## src/rtl/byp_pkg.sv

```systemverilog
package byp_pkg;

    typedef logic [3:0] mubi4_t;
    typedef logic [3:0] lc4_t;

    localparam mubi4_t MUBI_TRUE  = 4'b0110;
    localparam mubi4_t MUBI_FALSE = 4'b1001;
    localparam lc4_t   LC_ON      = 4'b1010;
    localparam lc4_t   LC_OFF     = 4'b0101;

    localparam int ADDR_EXT = 0;
    localparam int ADDR_JIT = 1;

    typedef struct packed {
        mubi4_t hi_speed;
        mubi4_t sel;
    } ext_ctrl_t;

    localparam ext_ctrl_t CTRL_RESET = '{hi_speed: MUBI_FALSE, sel: MUBI_FALSE};

    typedef enum logic [1:0] {
        SRC_NONE = 2'd0,
        SRC_SW   = 2'd1,
        SRC_LC   = 2'd2
    } ext_src_e;

    function automatic logic mubi_true(input mubi4_t v);
        return v == MUBI_TRUE;
    endfunction

    function automatic logic lc_is_on(input lc4_t v);
        return v == LC_ON;
    endfunction

    function automatic lc4_t lc_code(input logic on);
        return on ? LC_ON : LC_OFF;
    endfunction

endpackage

```

## src/rtl/byp_regs.sv

```systemverilog
module byp_regs
    import byp_pkg::*;
#(
    parameter int ADDR_W = 2,
    parameter int REG_DW = 8
) (
    input  logic              clk_i,
    input  logic              rst_i,
    input  logic              we_i,
    input  logic [ADDR_W-1:0] addr_i,
    input  logic [REG_DW-1:0] wdata_i,
    output logic [REG_DW-1:0] rdata_o,
    output ext_ctrl_t         ctrl_o,
    output mubi4_t            jit_o
);

    localparam int CTRL_W = $bits(ext_ctrl_t);

    ext_ctrl_t ctrl_q;
    mubi4_t    jit_q;
    logic      hit_ext, hit_jit;
    logic      unused_wdata;

    assign hit_ext      = addr_i == ADDR_W'(ADDR_EXT);
    assign hit_jit      = addr_i == ADDR_W'(ADDR_JIT);
    assign unused_wdata = ^wdata_i;

    always_ff @(posedge clk_i) begin
        if (rst_i) begin
            ctrl_q <= CTRL_RESET;
            jit_q  <= MUBI_FALSE;
        end else if (we_i) begin
            if (hit_ext) ctrl_q <= ext_ctrl_t'(wdata_i[CTRL_W-1:0]);
            if (hit_jit) jit_q  <= mubi4_t'(wdata_i[3:0]);
        end
    end

    always_comb begin
        rdata_o = '0;
        if (hit_ext)      rdata_o = REG_DW'(ctrl_q);
        else if (hit_jit) rdata_o = REG_DW'(jit_q);
    end

    assign ctrl_o = ctrl_q;
    assign jit_o  = jit_q;

endmodule

```

## src/rtl/byp_sync.sv

```systemverilog
module byp_sync #(
    parameter int           W         = 8,
    parameter int           STAGES    = 2,
    parameter logic [W-1:0] RESET_VAL = '0
) (
    input  logic         clk_i,
    input  logic         rst_i,
    input  logic [W-1:0] d_i,
    output logic [W-1:0] q_o
);

    logic [W-1:0] stage_q [STAGES];

    for (genvar gs = 0; gs < STAGES; gs++) begin : g_stage
        if (gs == 0) begin : g_first
            always_ff @(posedge clk_i) begin
                if (rst_i) stage_q[gs] <= RESET_VAL;
                else       stage_q[gs] <= d_i;
            end
        end else begin : g_next
            always_ff @(posedge clk_i) begin
                if (rst_i) stage_q[gs] <= RESET_VAL;
                else       stage_q[gs] <= stage_q[gs-1];
            end
        end
    end

    assign q_o = stage_q[STAGES-1];

endmodule

```

## src/rtl/byp_clkdiv.sv

```systemverilog
module byp_clkdiv #(
    parameter int CNT_W   = 3,
    parameter int NOMINAL = 4
) (
    input  logic clk_i,
    input  logic rst_i,
    input  logic step_i,
    output logic tick_o
);

    localparam logic [CNT_W-1:0] NOM  = CNT_W'(NOMINAL);
    localparam logic [CNT_W-1:0] HALF = CNT_W'(NOMINAL / 2);

    logic [CNT_W-1:0] cnt_q, ratio_q, ratio_d;
    logic             last, tick_q;

    assign last    = cnt_q == ratio_q - CNT_W'(1);
    assign ratio_d = step_i ? HALF : NOM;

    always_ff @(posedge clk_i) begin
        if (rst_i) begin
            cnt_q   <= '0;
            ratio_q <= NOM;
            tick_q  <= 1'b0;
        end else if (last) begin
            cnt_q   <= '0;
            ratio_q <= ratio_d;
            tick_q  <= 1'b1;
        end else begin
            cnt_q   <= cnt_q + CNT_W'(1);
            tick_q  <= 1'b0;
        end
    end

    assign tick_o = tick_q;

endmodule

```

## src/rtl/byp_extclk_ctrl.sv

```systemverilog
module byp_extclk_ctrl
    import byp_pkg::*;
#(
    parameter int SYNC_STAGES = 2,
    parameter int ADDR_W      = 2,
    parameter int REG_DW      = 8,
    parameter int CNT_W       = 3
) (
    input  logic              clk_i,
    input  logic              rst_i,
    input  logic              reg_we_i,
    input  logic [ADDR_W-1:0] reg_addr_i,
    input  logic [REG_DW-1:0] reg_wdata_i,
    output logic [REG_DW-1:0] reg_rdata_o,
    input  logic [3:0]        dbg_en_i,
    input  logic [3:0]        lc_byp_req_i,
    input  logic [3:0]        scan_mode_i,
    output logic [3:0]        io_byp_req_o,
    output logic [3:0]        all_byp_req_o,
    output logic [3:0]        jitter_en_o,
    output logic              div2_tick_o,
    output logic              div4_tick_o
);

    localparam int CTRL_W = $bits(ext_ctrl_t);
    localparam int N_DIV  = 2;

    ext_ctrl_t         ctrl_q, ctrl_s;
    logic [CTRL_W-1:0] ctrl_s_raw;
    mubi4_t            jit_q;
    ext_src_e          src;
    logic              sw_req, lc_req, step;
    lc4_t              io_req_q;
    logic [N_DIV-1:0]  ticks;

    byp_regs #(.ADDR_W(ADDR_W), .REG_DW(REG_DW)) u_regs (
        .clk_i   (clk_i),
        .rst_i   (rst_i),
        .we_i    (reg_we_i),
        .addr_i  (reg_addr_i),
        .wdata_i (reg_wdata_i),
        .rdata_o (reg_rdata_o),
        .ctrl_o  (ctrl_q),
        .jit_o   (jit_q)
    );

    byp_sync #(.W(CTRL_W), .STAGES(SYNC_STAGES), .RESET_VAL(CTRL_RESET)) u_sync (
        .clk_i (clk_i),
        .rst_i (rst_i),
        .d_i   (ctrl_q),
        .q_o   (ctrl_s_raw)
    );
    assign ctrl_s = ext_ctrl_t'(ctrl_s_raw);

    assign sw_req = mubi_true(ctrl_s.sel) && lc_is_on(dbg_en_i);
    assign lc_req = lc_is_on(lc_byp_req_i);

    always_comb begin
        if (lc_req)      src = SRC_LC;
        else if (sw_req) src = SRC_SW;
        else             src = SRC_NONE;
    end

    always_comb begin
        unique case (src)
            SRC_LC:  step = 1'b1;
            SRC_SW:  step = mubi_true(ctrl_s.hi_speed);
            default: step = 1'b0;
        endcase
        if (mubi_true(scan_mode_i)) step = 1'b0;
    end

    always_ff @(posedge clk_i) begin
        if (rst_i) io_req_q <= LC_OFF;
        else       io_req_q <= lc_code(lc_req);
    end

    for (genvar gd = 0; gd < N_DIV; gd++) begin : g_div
        byp_clkdiv #(.CNT_W(CNT_W), .NOMINAL(2 << gd)) u_div (
            .clk_i  (clk_i),
            .rst_i  (rst_i),
            .step_i (step),
            .tick_o (ticks[gd])
        );
    end

    assign io_byp_req_o  = io_req_q;
    assign all_byp_req_o = lc_code(sw_req);
    assign jitter_en_o   = jit_q;
    assign div2_tick_o   = ticks[0];
    assign div4_tick_o   = ticks[1];

endmodule

```

## config.mk

```make
export PLATFORM = sky130hd
export DESIGN_NAME = byp_extclk_ctrl
export DESIGN_NICKNAME = d
export VERILOG_FILES = /design/src/rtl/byp_pkg.sv /design/src/rtl/byp_regs.sv /design/src/rtl/byp_sync.sv /design/src/rtl/byp_clkdiv.sv /design/src/rtl/byp_extclk_ctrl.sv
export SDC_FILE = /design/constraint.sdc
export NUM_CORES = 1
export LEC_CHECK = 0
export BUFFER_PORTS_ARGS = -buffer_cell sky130_fd_sc_hd__clkbuf_2
export CAP_MARGIN = 20
export CORE_UTILIZATION = 57
export CTS_BUF_LIST = sky130_fd_sc_hd__clkbuf_4
export DETAILED_ROUTE_END_ITERATION = 8
export PLACE_DENSITY = 0.91
export SYNTH_ARGS = -nofsm -noshare
export SYNTH_HDL_FRONTEND = slang
export SYNTH_SLANG_ARGS = --single-unit
```

## constraint.sdc

```tcl
create_clock -name clk_i -period 2.9 [get_ports clk_i]
set_input_delay 0.145 -clock clk_i [delete_from_list [all_inputs] [get_ports clk_i]]
set_output_delay 0.145 -clock clk_i [all_outputs]
set_load 0.02 [all_outputs]
```

==> results.py <==
metrics = {
    "status": {
        "status": "finished clean",
    },
    "clocking": {
        "htreeDepth": 2,
        "cts_root_buffer": "clkbuf_4",
        "clk_path_buf_depth": 2,
        "cts_resized": 0,
        "path_clk_slew_ps": 120,
        "holdBufCountCts": 0,
        "cts_setup_buffers": 0,
        "clk_latency_ps": 330,
        "cts_tree": "built",
        "clock_sinks": 42,
        "cts_made_buffers": 5,
    },
    "sta": {
        "layout_setup_ws_ps": 1390,
        "skew_ps": 3.91,
        "fin_crit_sh": 0.521,
        "tightest_slew_ps": 660,
        "relSlewSlack": 0.560,
        "finalSetupTns_ps": 0,
        "max_freq_mhz": 661,
        "hold-worst-slack_ps": 37.8,
        "hold_viol": 0,
        "grt_setup_unrepaired": "no",
        "setup_viol": 0,
        "maxSlewViolCount": 0,
        "min_period_ps": 1510,
    },
    "route": {
        "drc": 0,
        "drt_first_pass_iters": 4,
        "drt_iter0_markers": 19,
        "via_count": 1133,
        "ant_nets": 0,
        "wl_per_cell_um": 11.2,
        "routed_wl_um": 2510,
        "vias_per_cell": 5.04,
    },
    "global_route": {
        "grt_use_met1": 0.203,
        "grt-busiest-layer": "met2",
        "grt_max_degree": 40,
        "grt_use_met2": 0.306,
        "grt_pass1_wl_um": 4290,
        "grt_pass1_vias": 1058,
        "antenna_found_initial": 0,
        "use_met3": 0.0515,
        "gr-total-overflow": 0,
        "grt_usage": 0.174,
    },
    "yosys": {
        "synth_top_area_cell": "dfxtp_1",
        "synthDistinctLibCells": 33,
        "synth_top_family_by_area": "simple AND/OR/NAND/NOR gates",
        "synth_compound_area_frac": 0.0565,
        "ys_warn_count": 0,
        "avgSynthCellArea_um2": 10.7,
        "synthXorXnorAreaFrac": 0.0325,
        "synth.cell_area_mm2": 0.00162,
        "synthMuxAreaShare": 0.0681,
        "synthAdderAreaFrac": 0.0232,
        "synth.top_cell.area_share": 0.520,
        "synth_simple_gate_area_share": 0.249,
        "synth_cells": 151,
        "syn-num-nets": 179,
        "synth_seq_cells": 42,
        "synthTopCellsByArea": "dfxtp_1 52%, mux2i_1 6.8%, nor2_1 3.9%, or2_2 3.5%, a211o_1 3.3%",
        "yosysSeqAreaShare": 0.520,
    },
    "final_layout": {
        "final_cells": 225,
        "multi_input_area_um2": 694,
        "diodes": 0,
        "seqCellArea_um2": 841,
        "nFillCells": 186,
        "fin_util": 0.732,
        "drive_gt1_frac": 0.359,
        "area_growth_pct": 16.3,
        "fin_nets": 222,
    },
    "die": {
        "core_area_mm2": 0.00257,
        "rows": 18,
        "io_pins": 47,
        "die_x_um": 55.3,
        "die_h_um": 55.3,
        "dieArea_mm2": 0.00305,
        "start_util": 0.630,
    },
    "pwr": {
        "leakagePower_nw": 0.890,
        "powerDensity_mw_per_mm2": 542,
        "vdd_ir_drop_max_mv": 0.501,
    },
    "setup_path": {
        "timing.critical_path.to": "g_div[0].u_div.ratio_q[0]$_SDFFE_PP0P_",
        "crit_path_top_delay_cell": "dfxtp_1",
        "timing.rr.end": "g_div[0].u_div.ratio_q[0]$_SDFFE_PP0P_",
        "cp-start-kind": "register",
        "cp_max_fo": 2,
        "cp.arrival_ps": 1700,
        "worstSetupPathType": "reg2reg",
        "cp.required_ps": 3090,
        "max_stage_delay_ps": 360,
        "reg2reg_from": "g_div[0].u_div.ratio_q[0]$_SDFFE_PP0P_",
        "critical_path.cell_chain": "inv_1, ha_1, xnor2_1, nor4_2, o21ai_1, o31ai_1",
        "path_depth": 6,
        "startpoint": "g_div[0].u_div.ratio_q[0]$_SDFFE_PP0P_",
        "rrSetupSlack_ps": 1390,
        "critPathTopFamily": "flip-flops",
        "endpoint_kind": "register",
        "critPathBufInv": 1,
        "rr_worst_depth": 6,
    },
    "placed_design": {
        "gp_congestion": 0.688,
        "place_ws_ps": 1390,
        "place_inst": 217,
        "dp_hpwl_um": 1900,
        "io_buffer_count": 46,
    },
    "job": {
        "drv_cap": 0,
    },
    "hold_path": {
        "hp-class": "in2reg",
    },
}
cell usage after synthesis:
library cell and n:
dfxtp_1 42, nor2_1 17, mux2i_1 11, or2_2 9, nor2b_1 8, a211o_1 6, inv_1 6, and2_1 5
buf_4 5, xnor2_1 5, and3_1 4, nand4bb_1 4, ha_1 3, buf_1 2, buf_2 2, nand3b_1 2
nor3_1 2, nor4_2 2, or2_1 2, a22o_1 1, a2bb2oi_1 1, and2b_4 1, and4bb_2 1, clkbuf_1 1
nand2_2 1, nand3b_2 1, nor2_4 1, nor3_2 1, nor3b_1 1, o21ai_1 1, o31a_1 1, o31ai_1 1
xor2_1 1
cells by family after synthesis:
kind of cell             Yosys count
buffers and inverters             16
XOR/XNOR                           6
AND/OR/NAND/NOR                   62
adder cells (fa/ha/maj)            3
flip-flops                        42
AO/OA/AOI/OAI                     11
multiplexers                      11
worst min-delay path: cells and delay by family:
kind / cells / cell delay (ps)
buf+inv: 1 / 70
simple gates: 1 / 70
mux: 1 / 50
worst min path at each step:
stage	start	end	slack, ps	cells past startpoint
6_report	reg_wdata_i[5]	u_regs.ctrl_o[5]$_SDFFE_PP0P_	40	3
5_1_grt	reg_wdata_i[6]	u_regs.ctrl_o[6]$_SDFFE_PP0P_	60	3
4_1_cts	reg_wdata_i[5]	u_regs.ctrl_o[5]$_SDFFE_PP0P_	30	3
3_5_place_dp	reg_wdata_i[5]	u_regs.ctrl_o[5]$_SDFFE_PP0P_	380	3
3_3_place_gp	reg_wdata_i[5]	u_regs.ctrl_o[5]$_SDFFE_PP0P_	380	3
2_1_floorplan	rst_i	g_div[0].u_div.tick_o$_SDFF_PP0_	220	1
layer usage:
metal / part of all wire / vias up / wire length (um)
met3: 0.078 / 2 / 195
met4: 0.0048 / 0 / 12
met1: 0.44 / 494 / 1110
met2: 0.47 / 49 / 1190
met5: 0 / - / 0
li1: - / 588 / -
flip-flops by register name, summed over array words and instances, names as in the netlist:
name                 flops
g_div.u_div.cnt_q        6
g_div.u_div.ratio_q      4
g_div.u_div.tick_o       2
io_byp_req_o             2
u_regs.ctrl_o            8
u_regs.jit_o             4
u_sync.stage_q          16
metrics by stage:
step,instance area (um^2),total power (W)
after floorplan,1620,0.000720
after global placement,1830,0.000754
after detailed placement,1830,0.000762
after CTS,1880,0.00103
after global routing,1880,0.00106
final,1880,0.00102
cell usage in the layout, fill, tap and decap left out, drive strengths merged:
| master | instances |
|---|---|
| clkbuf | 52 |
| dfxtp | 42 |
| nor2 | 18 |
| mux2i | 11 |
| or2 | 11 |
| nor2b | 8 |
| inv | 6 |
| a211o | 6 |
| and2 | 5 |
| xnor2 | 5 |
| nand4bb | 4 |
| and3 | 4 |
| ha | 3 |
| nor3 | 3 |
| nand3b | 3 |
| nor4 | 2 |
| clkinv | 2 |
| xor2 | 1 |
| and4bb | 1 |
| o21ai | 1 |
| o31ai | 1 |
| and2b | 1 |
| nand2 | 1 |
| o31a | 1 |
| a2bb2oi | 1 |
| a22o | 1 |
| nor3b | 1 |
area by class of cell:
class,count,share of cell area
Timing Repair Buffer,46,0.123
Tap cell,30,0.0200
Inverter,6,0.0120
Multi-Input combinational cell,93,0.370
Clock buffer,6,0.0240
Sequential cell,42,0.447
Clock inverter,2,0.00466
report_power, final:
| part | leakage (nW) | switching (W) | internal (W) |
|---|---|---|---|
| Sequential | 0.342 | 0.0000167 | 0.000604 |
| Combinational | 0.515 | 0.0000673 | 0.0000594 |
| Clock | 0.0331 | 0.000170 | 0.000101 |
Power figures use the tool's default switching activity.
